File: src/rtl/dma_xlat_pkg.sv
package dma_xlat_pkg;
  localparam int WORD_BYTES  = 4;
  localparam int ENTRY_SHIFT = 3;

  // control word fields
  localparam int CTL_EN    = 0;
  localparam int CTL_TODEV = 1;
  localparam int CTL_TC    = 8;
  localparam int CTL_MERR  = 9;
  localparam int CTL_AERR  = 10;

  // channel word selectors
  localparam logic [1:0] WSEL_CTL   = 2'd1;
  localparam logic [1:0] WSEL_CNT   = 2'd2;
  localparam logic [1:0] WSEL_LADDR = 2'd3;

  // global register offsets
  localparam int OFF_BASE   = 'h000;
  localparam int OFF_LIMIT  = 'h008;
  localparam int OFF_ERRSRC = 'h010;

  typedef enum logic [2:0] {
    W_IDLE, W_LOOKUP, W_FETCH, W_RDMEM, W_PUSH, W_PULL, W_WRMEM, W_FINISH
  } walk_state_e;
endpackage

File: src/rtl/dma_chan_regs.sv
module dma_chan_regs
  import dma_xlat_pkg::*;
#(
  parameter int NCH = 8,
  parameter int AW  = 32,
  parameter int CHW = $clog2(NCH),
  parameter int RAW = CHW + 6
) (
  input  logic             clk,
  input  logic             rst_n,
  input  logic             host_wr,
  input  logic [RAW-1:0]   host_addr,
  input  logic [AW-1:0]    host_wdata,
  output logic [AW-1:0]    host_rdata,
  input  logic [CHW-1:0]   eng_ch,
  input  logic             eng_clr_flags,
  input  logic             eng_set_err,
  input  logic             eng_finish,
  input  logic [AW-1:0]    eng_moved,
  output logic [1:0]       ch_mode,
  output logic [AW-1:0]    ch_count,
  output logic [AW-1:0]    ch_laddr,
  output logic [AW-1:0]    tbl_base,
  output logic [AW-4:0]    tbl_entries
);
  logic [AW-1:0]  ctl_q [NCH];
  logic [AW-1:0]  cnt_q [NCH];
  logic [AW-1:0]  adr_q [NCH];
  logic [AW-1:0]  base_q, lim_q;
  logic [NCH-1:0] err_q;

  logic           win, aligned;
  logic [CHW-1:0] hch;
  logic [1:0]     hw;

  assign win     = host_addr[RAW-1];
  assign hch     = host_addr[5 +: CHW];
  assign hw      = host_addr[4:3];
  assign aligned = (host_addr[2:0] == 3'd0);

  always_ff @(posedge clk) begin
    if (!rst_n) begin
      for (int c = 0; c < NCH; c++) begin
        ctl_q[c] <= '0;
        cnt_q[c] <= '0;
        adr_q[c] <= '0;
      end
      base_q <= '0;
      lim_q  <= '0;
      err_q  <= '0;
    end else begin
      if (host_wr && !win) begin
        if (host_addr == RAW'(OFF_BASE))  base_q <= host_wdata;
        if (host_addr == RAW'(OFF_LIMIT)) lim_q  <= host_wdata;
      end
      for (int c = 0; c < NCH; c++) begin
        if (host_wr && win && aligned && hch == CHW'(c)) begin
          case (hw)
            WSEL_CTL:   ctl_q[c] <= host_wdata;
            WSEL_CNT:   cnt_q[c] <= host_wdata;
            WSEL_LADDR: adr_q[c] <= host_wdata;
            default:    ;
          endcase
        end
        // engine updates take priority over a same-cycle host write
        if (eng_ch == CHW'(c)) begin
          if (eng_clr_flags) ctl_q[c][CTL_AERR:CTL_TC] <= 3'b000;
          if (eng_set_err)   ctl_q[c][CTL_MERR] <= 1'b1;
          if (eng_finish) begin
            ctl_q[c][CTL_TC] <= 1'b1;
            cnt_q[c]         <= cnt_q[c] - eng_moved;
          end
        end
      end
      if (eng_set_err) err_q[eng_ch] <= 1'b1;
    end
  end

  always_comb begin
    host_rdata = '0;
    if (win) begin
      if (aligned) begin
        case (hw)
          WSEL_CTL:   host_rdata = ctl_q[hch];
          WSEL_CNT:   host_rdata = cnt_q[hch];
          WSEL_LADDR: host_rdata = adr_q[hch];
          default:    host_rdata = '0;
        endcase
      end
    end else if (host_addr == RAW'(OFF_BASE)) begin
      host_rdata = base_q;
    end else if (host_addr == RAW'(OFF_LIMIT)) begin
      host_rdata = lim_q;
    end else if (host_addr == RAW'(OFF_ERRSRC)) begin
      host_rdata = AW'(err_q);
    end
  end

  assign ch_mode     = ctl_q[eng_ch][CTL_TODEV:CTL_EN];
  assign ch_count    = cnt_q[eng_ch];
  assign ch_laddr    = adr_q[eng_ch];
  assign tbl_base    = base_q;
  assign tbl_entries = lim_q[AW-1:ENTRY_SHIFT];

  // error source bits never clear once set
  p_errsrc_sticky_r4: assert property (@(posedge clk) disable iff (!rst_n)
    1'b1 |=> ((err_q & $past(err_q)) == $past(err_q)));
endmodule

File: src/rtl/dma_page_walker.sv
module dma_page_walker
  import dma_xlat_pkg::*;
#(
  parameter int AW  = 32,
  parameter int PB  = 12,
  parameter int CHW = 3
) (
  input  logic            clk,
  input  logic            rst_n,
  input  logic            req_start,
  input  logic [CHW-1:0]  req_chan,
  input  logic            req_to_dev,
  input  logic [AW-1:0]   req_len,
  output logic            busy,
  output logic            done,
  output logic [CHW-1:0]  eng_ch,
  output logic            eng_clr_flags,
  output logic            eng_set_err,
  output logic            eng_finish,
  output logic [AW-1:0]   eng_moved,
  input  logic [1:0]      ch_mode,
  input  logic [AW-1:0]   ch_count,
  input  logic [AW-1:0]   ch_laddr,
  input  logic [AW-1:0]   tbl_base,
  input  logic [AW-4:0]   tbl_entries,
  output logic            mem_valid,
  input  logic            mem_ready,
  output logic            mem_write,
  output logic [AW-1:0]   mem_addr,
  output logic [AW-1:0]   mem_wdata,
  input  logic [AW-1:0]   mem_rdata,
  output logic            dev_out_valid,
  input  logic            dev_out_ready,
  output logic [AW-1:0]   dev_out_data,
  input  logic            dev_in_valid,
  output logic            dev_in_ready,
  input  logic [AW-1:0]   dev_in_data
);
  localparam int CW = PB + 1;
  localparam logic [CW-1:0] PAGE_BYTES = CW'(1) << PB;
  localparam logic [CW-1:0] STEP_C     = CW'(WORD_BYTES);
  localparam logic [AW-1:0] STEP_A     = AW'(WORD_BYTES);
  localparam logic [AW-1:0] WMASK      = ~AW'(WORD_BYTES - 1);

  walk_state_e    st;
  logic [CHW-1:0] cur_ch;
  logic           to_dev_q, done_q;
  logic [AW-1:0]  cur_addr, remain, moved, frame, hold;
  logic [CW-1:0]  chunk_left;

  logic [PB-1:0]  off;
  logic [CW-1:0]  to_page, first_chunk;
  logic [AW-1:0]  idx, entry_sum, entry_addr, phys, clip;
  logic           beyond, accept, chan_ok, last_word, step;

  assign off         = cur_addr[PB-1:0];
  assign to_page     = PAGE_BYTES - {1'b0, off};
  assign first_chunk = (remain < AW'(to_page)) ? remain[CW-1:0] : to_page;
  assign idx         = cur_addr >> PB;
  assign beyond      = (idx >= AW'(tbl_entries));
  assign entry_sum   = tbl_base + (idx << ENTRY_SHIFT);
  assign entry_addr  = {1'b0, entry_sum[AW-2:0]};
  assign phys        = frame + AW'(off);
  assign clip        = ((req_len < ch_count) ? req_len : ch_count) & WMASK;
  assign accept      = req_start && (st == W_IDLE);
  assign chan_ok     = ch_mode[CTL_EN] && (ch_mode[CTL_TODEV] == req_to_dev);
  assign last_word   = (chunk_left == STEP_C);
  assign step        = ((st == W_PUSH) && dev_out_ready) ||
                       ((st == W_WRMEM) && mem_ready);

  assign eng_ch        = (st == W_IDLE) ? req_chan : cur_ch;
  assign eng_clr_flags = accept;
  assign eng_set_err   = accept && !chan_ok;
  assign eng_finish    = (st == W_FINISH);
  assign eng_moved     = moved;

  assign mem_valid     = (st == W_FETCH) || (st == W_RDMEM) || (st == W_WRMEM);
  assign mem_write     = (st == W_WRMEM);
  assign mem_addr      = (st == W_FETCH) ? entry_addr : phys;
  assign mem_wdata     = hold;
  assign dev_out_valid = (st == W_PUSH);
  assign dev_out_data  = hold;
  assign dev_in_ready  = (st == W_PULL);
  assign busy          = (st != W_IDLE);
  assign done          = done_q;

  always_ff @(posedge clk) begin
    if (!rst_n) begin
      st         <= W_IDLE;
      cur_ch     <= '0;
      to_dev_q   <= 1'b0;
      cur_addr   <= '0;
      remain     <= '0;
      moved      <= '0;
      frame      <= '0;
      hold       <= '0;
      chunk_left <= '0;
      done_q     <= 1'b0;
    end else begin
      done_q <= 1'b0;
      if (step) begin
        cur_addr   <= cur_addr + STEP_A;
        remain     <= remain - STEP_A;
        moved      <= moved + STEP_A;
        chunk_left <= chunk_left - STEP_C;
      end
      case (st)
        W_IDLE: begin
          if (accept) begin
            if (chan_ok) begin
              cur_ch   <= req_chan;
              to_dev_q <= req_to_dev;
              cur_addr <= ch_laddr & WMASK;
              remain   <= clip;
              moved    <= '0;
              st       <= W_LOOKUP;
            end else begin
              done_q <= 1'b1;
            end
          end
        end
        W_LOOKUP: st <= (remain == '0 || beyond) ? W_FINISH : W_FETCH;
        W_FETCH: begin
          if (mem_ready) begin
            frame      <= mem_rdata;
            chunk_left <= first_chunk;
            st         <= to_dev_q ? W_RDMEM : W_PULL;
          end
        end
        W_RDMEM: begin
          if (mem_ready) begin
            hold <= mem_rdata;
            st   <= W_PUSH;
          end
        end
        W_PUSH:  if (dev_out_ready) st <= last_word ? W_LOOKUP : W_RDMEM;
        W_PULL: begin
          if (dev_in_valid) begin
            hold <= dev_in_data;
            st   <= W_WRMEM;
          end
        end
        W_WRMEM: if (mem_ready) st <= last_word ? W_LOOKUP : W_PULL;
        W_FINISH: begin
          done_q <= 1'b1;
          st     <= W_IDLE;
        end
        default: st <= W_IDLE;
      endcase
    end
  end

  p_mem_hold_r10: assert property (@(posedge clk) disable iff (!rst_n)
    (mem_valid && !mem_ready) |=> (mem_valid && $stable(mem_addr) &&
                                   $stable(mem_write) && $stable(mem_wdata)));
  p_out_hold_r10: assert property (@(posedge clk) disable iff (!rst_n)
    (dev_out_valid && !dev_out_ready) |=> (dev_out_valid && $stable(dev_out_data)));
  p_done_pulse_r9: assert property (@(posedge clk) disable iff (!rst_n)
    done |=> !done);
  p_entry_bit31_r6: assert property (@(posedge clk) disable iff (!rst_n)
    (st == W_FETCH) |-> !mem_addr[AW-1]);
  p_in_page_r7: assert property (@(posedge clk) disable iff (!rst_n)
    ((st == W_RDMEM) || (st == W_WRMEM)) |-> (chunk_left != '0 && chunk_left <= to_page));
  p_fetch_in_range_r8: assert property (@(posedge clk) disable iff (!rst_n)
    (st == W_FETCH) |-> !beyond);
  p_refuse_busy_r11: assert property (@(posedge clk) disable iff (!rst_n)
    (busy && req_start) |=> (cur_ch == $past(cur_ch)));
  p_err_nomove_r4: assert property (@(posedge clk) disable iff (!rst_n)
    eng_set_err |=> (!busy && done));
endmodule

File: src/rtl/dma_page_xlat.sv
module dma_page_xlat
  import dma_xlat_pkg::*;
#(
  parameter int NCH = 8,
  parameter int AW  = 32,
  parameter int PB  = 12,
  parameter int CHW = $clog2(NCH),
  parameter int RAW = CHW + 6
) (
  input  logic            clk,
  input  logic            rst_n,
  input  logic            reg_wr,
  input  logic [RAW-1:0]  reg_addr,
  input  logic [AW-1:0]   reg_wdata,
  output logic [AW-1:0]   reg_rdata,
  input  logic            req_start,
  input  logic [CHW-1:0]  req_chan,
  input  logic            req_to_dev,
  input  logic [AW-1:0]   req_len,
  output logic            busy,
  output logic            done,
  output logic            mem_valid,
  input  logic            mem_ready,
  output logic            mem_write,
  output logic [AW-1:0]   mem_addr,
  output logic [AW-1:0]   mem_wdata,
  input  logic [AW-1:0]   mem_rdata,
  output logic            dev_out_valid,
  input  logic            dev_out_ready,
  output logic [AW-1:0]   dev_out_data,
  input  logic            dev_in_valid,
  output logic            dev_in_ready,
  input  logic [AW-1:0]   dev_in_data
);
  logic [CHW-1:0] eng_ch;
  logic           eng_clr_flags, eng_set_err, eng_finish;
  logic [AW-1:0]  eng_moved, ch_count, ch_laddr, tbl_base;
  logic [AW-4:0]  tbl_entries;
  logic [1:0]     ch_mode;

  dma_chan_regs #(.NCH(NCH), .AW(AW), .CHW(CHW), .RAW(RAW)) u_regs (
    .clk(clk), .rst_n(rst_n),
    .host_wr(reg_wr), .host_addr(reg_addr), .host_wdata(reg_wdata),
    .host_rdata(reg_rdata),
    .eng_ch(eng_ch), .eng_clr_flags(eng_clr_flags), .eng_set_err(eng_set_err),
    .eng_finish(eng_finish), .eng_moved(eng_moved),
    .ch_mode(ch_mode), .ch_count(ch_count), .ch_laddr(ch_laddr),
    .tbl_base(tbl_base), .tbl_entries(tbl_entries)
  );

  dma_page_walker #(.AW(AW), .PB(PB), .CHW(CHW)) u_walk (
    .clk(clk), .rst_n(rst_n),
    .req_start(req_start), .req_chan(req_chan), .req_to_dev(req_to_dev),
    .req_len(req_len), .busy(busy), .done(done),
    .eng_ch(eng_ch), .eng_clr_flags(eng_clr_flags), .eng_set_err(eng_set_err),
    .eng_finish(eng_finish), .eng_moved(eng_moved),
    .ch_mode(ch_mode), .ch_count(ch_count), .ch_laddr(ch_laddr),
    .tbl_base(tbl_base), .tbl_entries(tbl_entries),
    .mem_valid(mem_valid), .mem_ready(mem_ready), .mem_write(mem_write),
    .mem_addr(mem_addr), .mem_wdata(mem_wdata), .mem_rdata(mem_rdata),
    .dev_out_valid(dev_out_valid), .dev_out_ready(dev_out_ready),
    .dev_out_data(dev_out_data),
    .dev_in_valid(dev_in_valid), .dev_in_ready(dev_in_ready),
    .dev_in_data(dev_in_data)
  );
endmodule

File: config.mk
export PLATFORM = sky130hd
export DESIGN_NAME = dma_page_xlat
export DESIGN_NICKNAME = d
export VERILOG_FILES = /design/src/rtl/dma_xlat_pkg.sv /design/src/rtl/dma_chan_regs.sv /design/src/rtl/dma_page_walker.sv /design/src/rtl/dma_page_xlat.sv
export SDC_FILE = /design/constraint.sdc
export NUM_CORES = 2
export LEC_CHECK = 0
export CORE_ASPECT_RATIO = 0.8
export CORE_MARGIN = 1.5
export CORE_UTILIZATION = 55
export CTS_CLUSTER_DIAMETER = 30
export CTS_CLUSTER_SIZE = 10
export DETAILED_ROUTE_END_ITERATION = 10
export PLACE_DENSITY = 0.74
export SYNTH_ARGS = -nofsm -noshare
export SYNTH_HDL_FRONTEND = slang
export SYNTH_SLANG_ARGS = --single-unit
export TNS_END_PERCENT = 5
File: constraint.sdc
create_clock -name clk -period 7.3 [get_ports clk]
set_clock_uncertainty 0.2 [all_clocks]
set_input_delay 1.46 -clock clk [delete_from_list [all_inputs] [get_ports clk]]
set_output_delay 1.46 -clock clk [all_outputs]
set_load 0.01 [all_outputs]
==> out/qor.yml <==
run_status:
  run_status: "finished clean"
job:
  maxCapViolations: 0
global_route:
  grt_pass1_wl_um: 361000
  antenna_found_initial: 13
  grt_use_total_pct: 42.40
  grt_pass1_vias: 51681
  grt_max_degree: 102
  gr-total-overflow: 0
layout:
  fin_nets: 6858
  final_cells: 8078
  postLayoutCellArea_sq_um: 75850
  multi_input_area_sq_um: 34000
  regArea_sq_um: 28010
  utilization_pct: 65.88
  drive_gt1_share_pct: 14.17
  fillers: 8498
  areaGrowthSynthToFinish_pct: 18.22
yosys:
  synth_cells: 6113
  ys_top_cells_by_count: "768 x edfxtp_1, 693 x nor2_1, 679 x nand2_1, 382 x a21oi_1, 347 x ha_1"
  netlist_area_sq_um: 64160
  synth_cell_types: 91
  synthFlopType: "edfxtp_1"
  yosys_warnings: 0
  netlist.area_leader.share_pct: 35.94
  synth.most_common_cell: "edfxtp_1"
  synth_edf_count: 768
  synth_area_leaders: "edfxtp_1 36%, mux4_2 11%, dfxtp_1 7.7%"
  ys_ff_latch: 1015
  syn_area_per_cell_sq_um: 10.50
  async_flop_share_pct: 0
  yosysSeqAreaShare_pct: 43.65
  synth_top_area_cell: "edfxtp_1"
sta:
  rsz0062_at_grt: "no"
  setup-tns-final_ps: 0
  min_period_ps: 6788
  finalCritPeriodShare_pct: 92.98
  relSlewSlack_pct: 10.45
  setup_viol: 0
  final_max_slew_viol_count: 0
  worst_slew_pin_slew_ps: 1309
  hold_violations: 0
  max_freq_ghz: 0.1473
die:
  rows: 111
  core_area_sq_um: 115100
  ios: 282
  design.die.area_sq_um: 118700
  initial_core_util_pct: 55.73
  die_w_um: 384.9
  die_h_um: 308.5
clocking:
  path_clk_slew_ps: 50
  insertion_delay_ps: 850
  cts_tree: "done"
  postCtsSetupBuffers: 0
  cts-root-buf: "clkbuf_16"
  cts_made_buffers: 203
  cts_sinks: 1015
  postCtsResizedCells: 0
  clk_path_buf_depth: 3
  htree_levels: 4
  cts-hold-fix-buffers: 0
worst_setup_path:
  critPathArrivalTime_ps: 5130
  max_stage_delay_ps: 940
  crit_required_ps: 5640
  endpoint_kind: "primary output"
  cp_max_fo: 17
  path_common_cell: "clkdlybuf4s50_1"
  slowest_stage: "clkdlybuf4s50_1"
  crit_chain: "clkdlybuf4s50_1 > nand2_1 > buf_4 > o22ai_1 > a21oi_1 > o21ai_0 > clkdlybuf4s50_1"
  critical_path_class: "in -> out"
  start_kind: "primary input"
drt:
  wl_um: 256400
  drt_iter0_drc: 9478
  drc_errors: 0
  dr.pass1.iters: 10
  vias_per_cell: 6.973
  wire_per_inst_um: 31.74
  detail-route-antenna-nets: 0
  dr_total_vias: 56325
min_path:
  hold_class: "reg -> reg"
power:
  powerDensity_nw_per_um2: 308.3
  leakagePower_nw: 27.76
  vdd_drop_max_v: 0.0003224
placement:
  placed_cells: 7682
  portBuffers: 281
  gp_congestion: 1.066
  post_dp_cell_area_sq_um: 68690
  hpwl_um: 180900
path summary, 6_finish.rpt:
path / slack (ps) / end / depth (start not counted) / start
worst min-delay path: 250 / u_regs.err_q[2]$_SDFFE_PN0P_ / 2 / u_regs.err_q[2]$_SDFFE_PN0P_
worst max-delay path: 510 / reg_rdata[30] / 7 / reg_addr[3]
worst min register to register: 250 / u_regs.err_q[2]$_SDFFE_PN0P_ / 2 / u_regs.err_q[2]$_SDFFE_PN0P_
worst max register to register: 960 / u_walk.remain[6]$_SDFF_PN0_ / 18 / u_walk.st[0]$_SDFFE_PN0P_
cells by family (layout without fill, tap and decap cells):
family                   after synthesis  in the layout  synth area share, %
buffers and inverters                583            992                3.748
multiplexers                         518            518                14.32
AO/OA/AOI/OAI                       1384           1384                13.51
AND/OR/NAND/NOR                     1905           1905                13.07
other                                  2             33              0.01171
adder cells (fa/ha/maj)              348            348                6.798
flip-flops                          1015           1015                43.65
XOR/XNOR                             358            358                4.887
power by group:
part / internal (mW) / switching [mW] / total [mW]
Clock: 6.24 / 3.43 / 9.67
Combinational: 2.65 / 3.84 / 6.49
Sequential: 6.67 / 0.560 / 7.23
Total: 15.6 / 7.82 / 23.4
cell type report:
class | count | area share [%]
sequential | 1015 | 36.92
multi-input combinational | 4529 | 44.82
antenna | 17 | 0.05608
inverter | 166 | 0.8281
tap | 1525 | 2.516
timing repair buffer | 447 | 5.478
clock inverter | 130 | 2.174
clock buffer | 249 | 7.208
per-layer routing:
layer,vias up,global-route usage [%],routed length [um],share of wire [%]
met5,-,0.5350,204,0.080
met4,15,23.16,16060,6.3
met3,885,21.08,49470,19
met2,5178,56.78,100400,39
met1,26936,55.40,90340,35
li1,23311,-,-,-
state kept, by name, summed over array words and instances, names as in the netlist, 8 cells and up:
name / count
u_regs.adr_q: 256
u_regs.cnt_q: 256
u_regs.ctl_q: 256
u_regs.err_q: 8
u_regs.lim_q: 32
u_regs.tbl_base: 32
u_walk.chunk_left: 13
u_walk.cur_addr: 30
u_walk.dev_out_data: 32
u_walk.eng_moved: 30
u_walk.frame: 32
u_walk.remain: 30
worst max-delay path: cells and delay by family:
kind            cells  cell delay, ps
simple gates        1             500
compound gates      3            1170
buf+inv             3            1980
placed cells by master (no fill, tap or decap), types with 28 or more instances in the layout:
| master | count |
|---|---|
| clkbuf_16 | 207 |
| nor3_1 | 71 |
| nor2b_1 | 35 |
| clkbuf_1 | 29 |
| mux2i_1 | 159 |
| o21a_1 | 45 |
| clkdlybuf4s50_1 | 277 |
| nand3_1 | 88 |
| ha_1 | 347 |
| a311oi_1 | 42 |
| nand4_1 | 42 |
| a21oi_1 | 381 |
| a211oi_1 | 52 |
| o211ai_1 | 33 |
| nor2_1 | 691 |
| edfxtp_1 | 768 |
| a21o_1 | 121 |
| and3_1 | 45 |
| nand2_1 | 677 |
| mux2_2 | 36 |
| or3_1 | 28 |
| o22ai_1 | 120 |
| mux4_2 | 316 |
| xnor2_1 | 212 |
| inv_1 | 165 |
| nand2b_1 | 75 |
| o21ai_0 | 320 |
| xor2_1 | 146 |
| dfxtp_1 | 247 |
| buf_4 | 160 |
through the flow:
stage	total power, mW	setup slack (ps)	hold WS [ps]
2_1_floorplan	11.30	1260	222.9
5_1_grt	23.95	373.6	265.8
3_3_place_gp	13.36	682.6	230.5
3_5_place_dp	13.48	627.4	238.7
4_1_cts	23.05	575.0	246.8
6_report	23.39	512.4	248.7
Power figures use the tool's default switching activity.
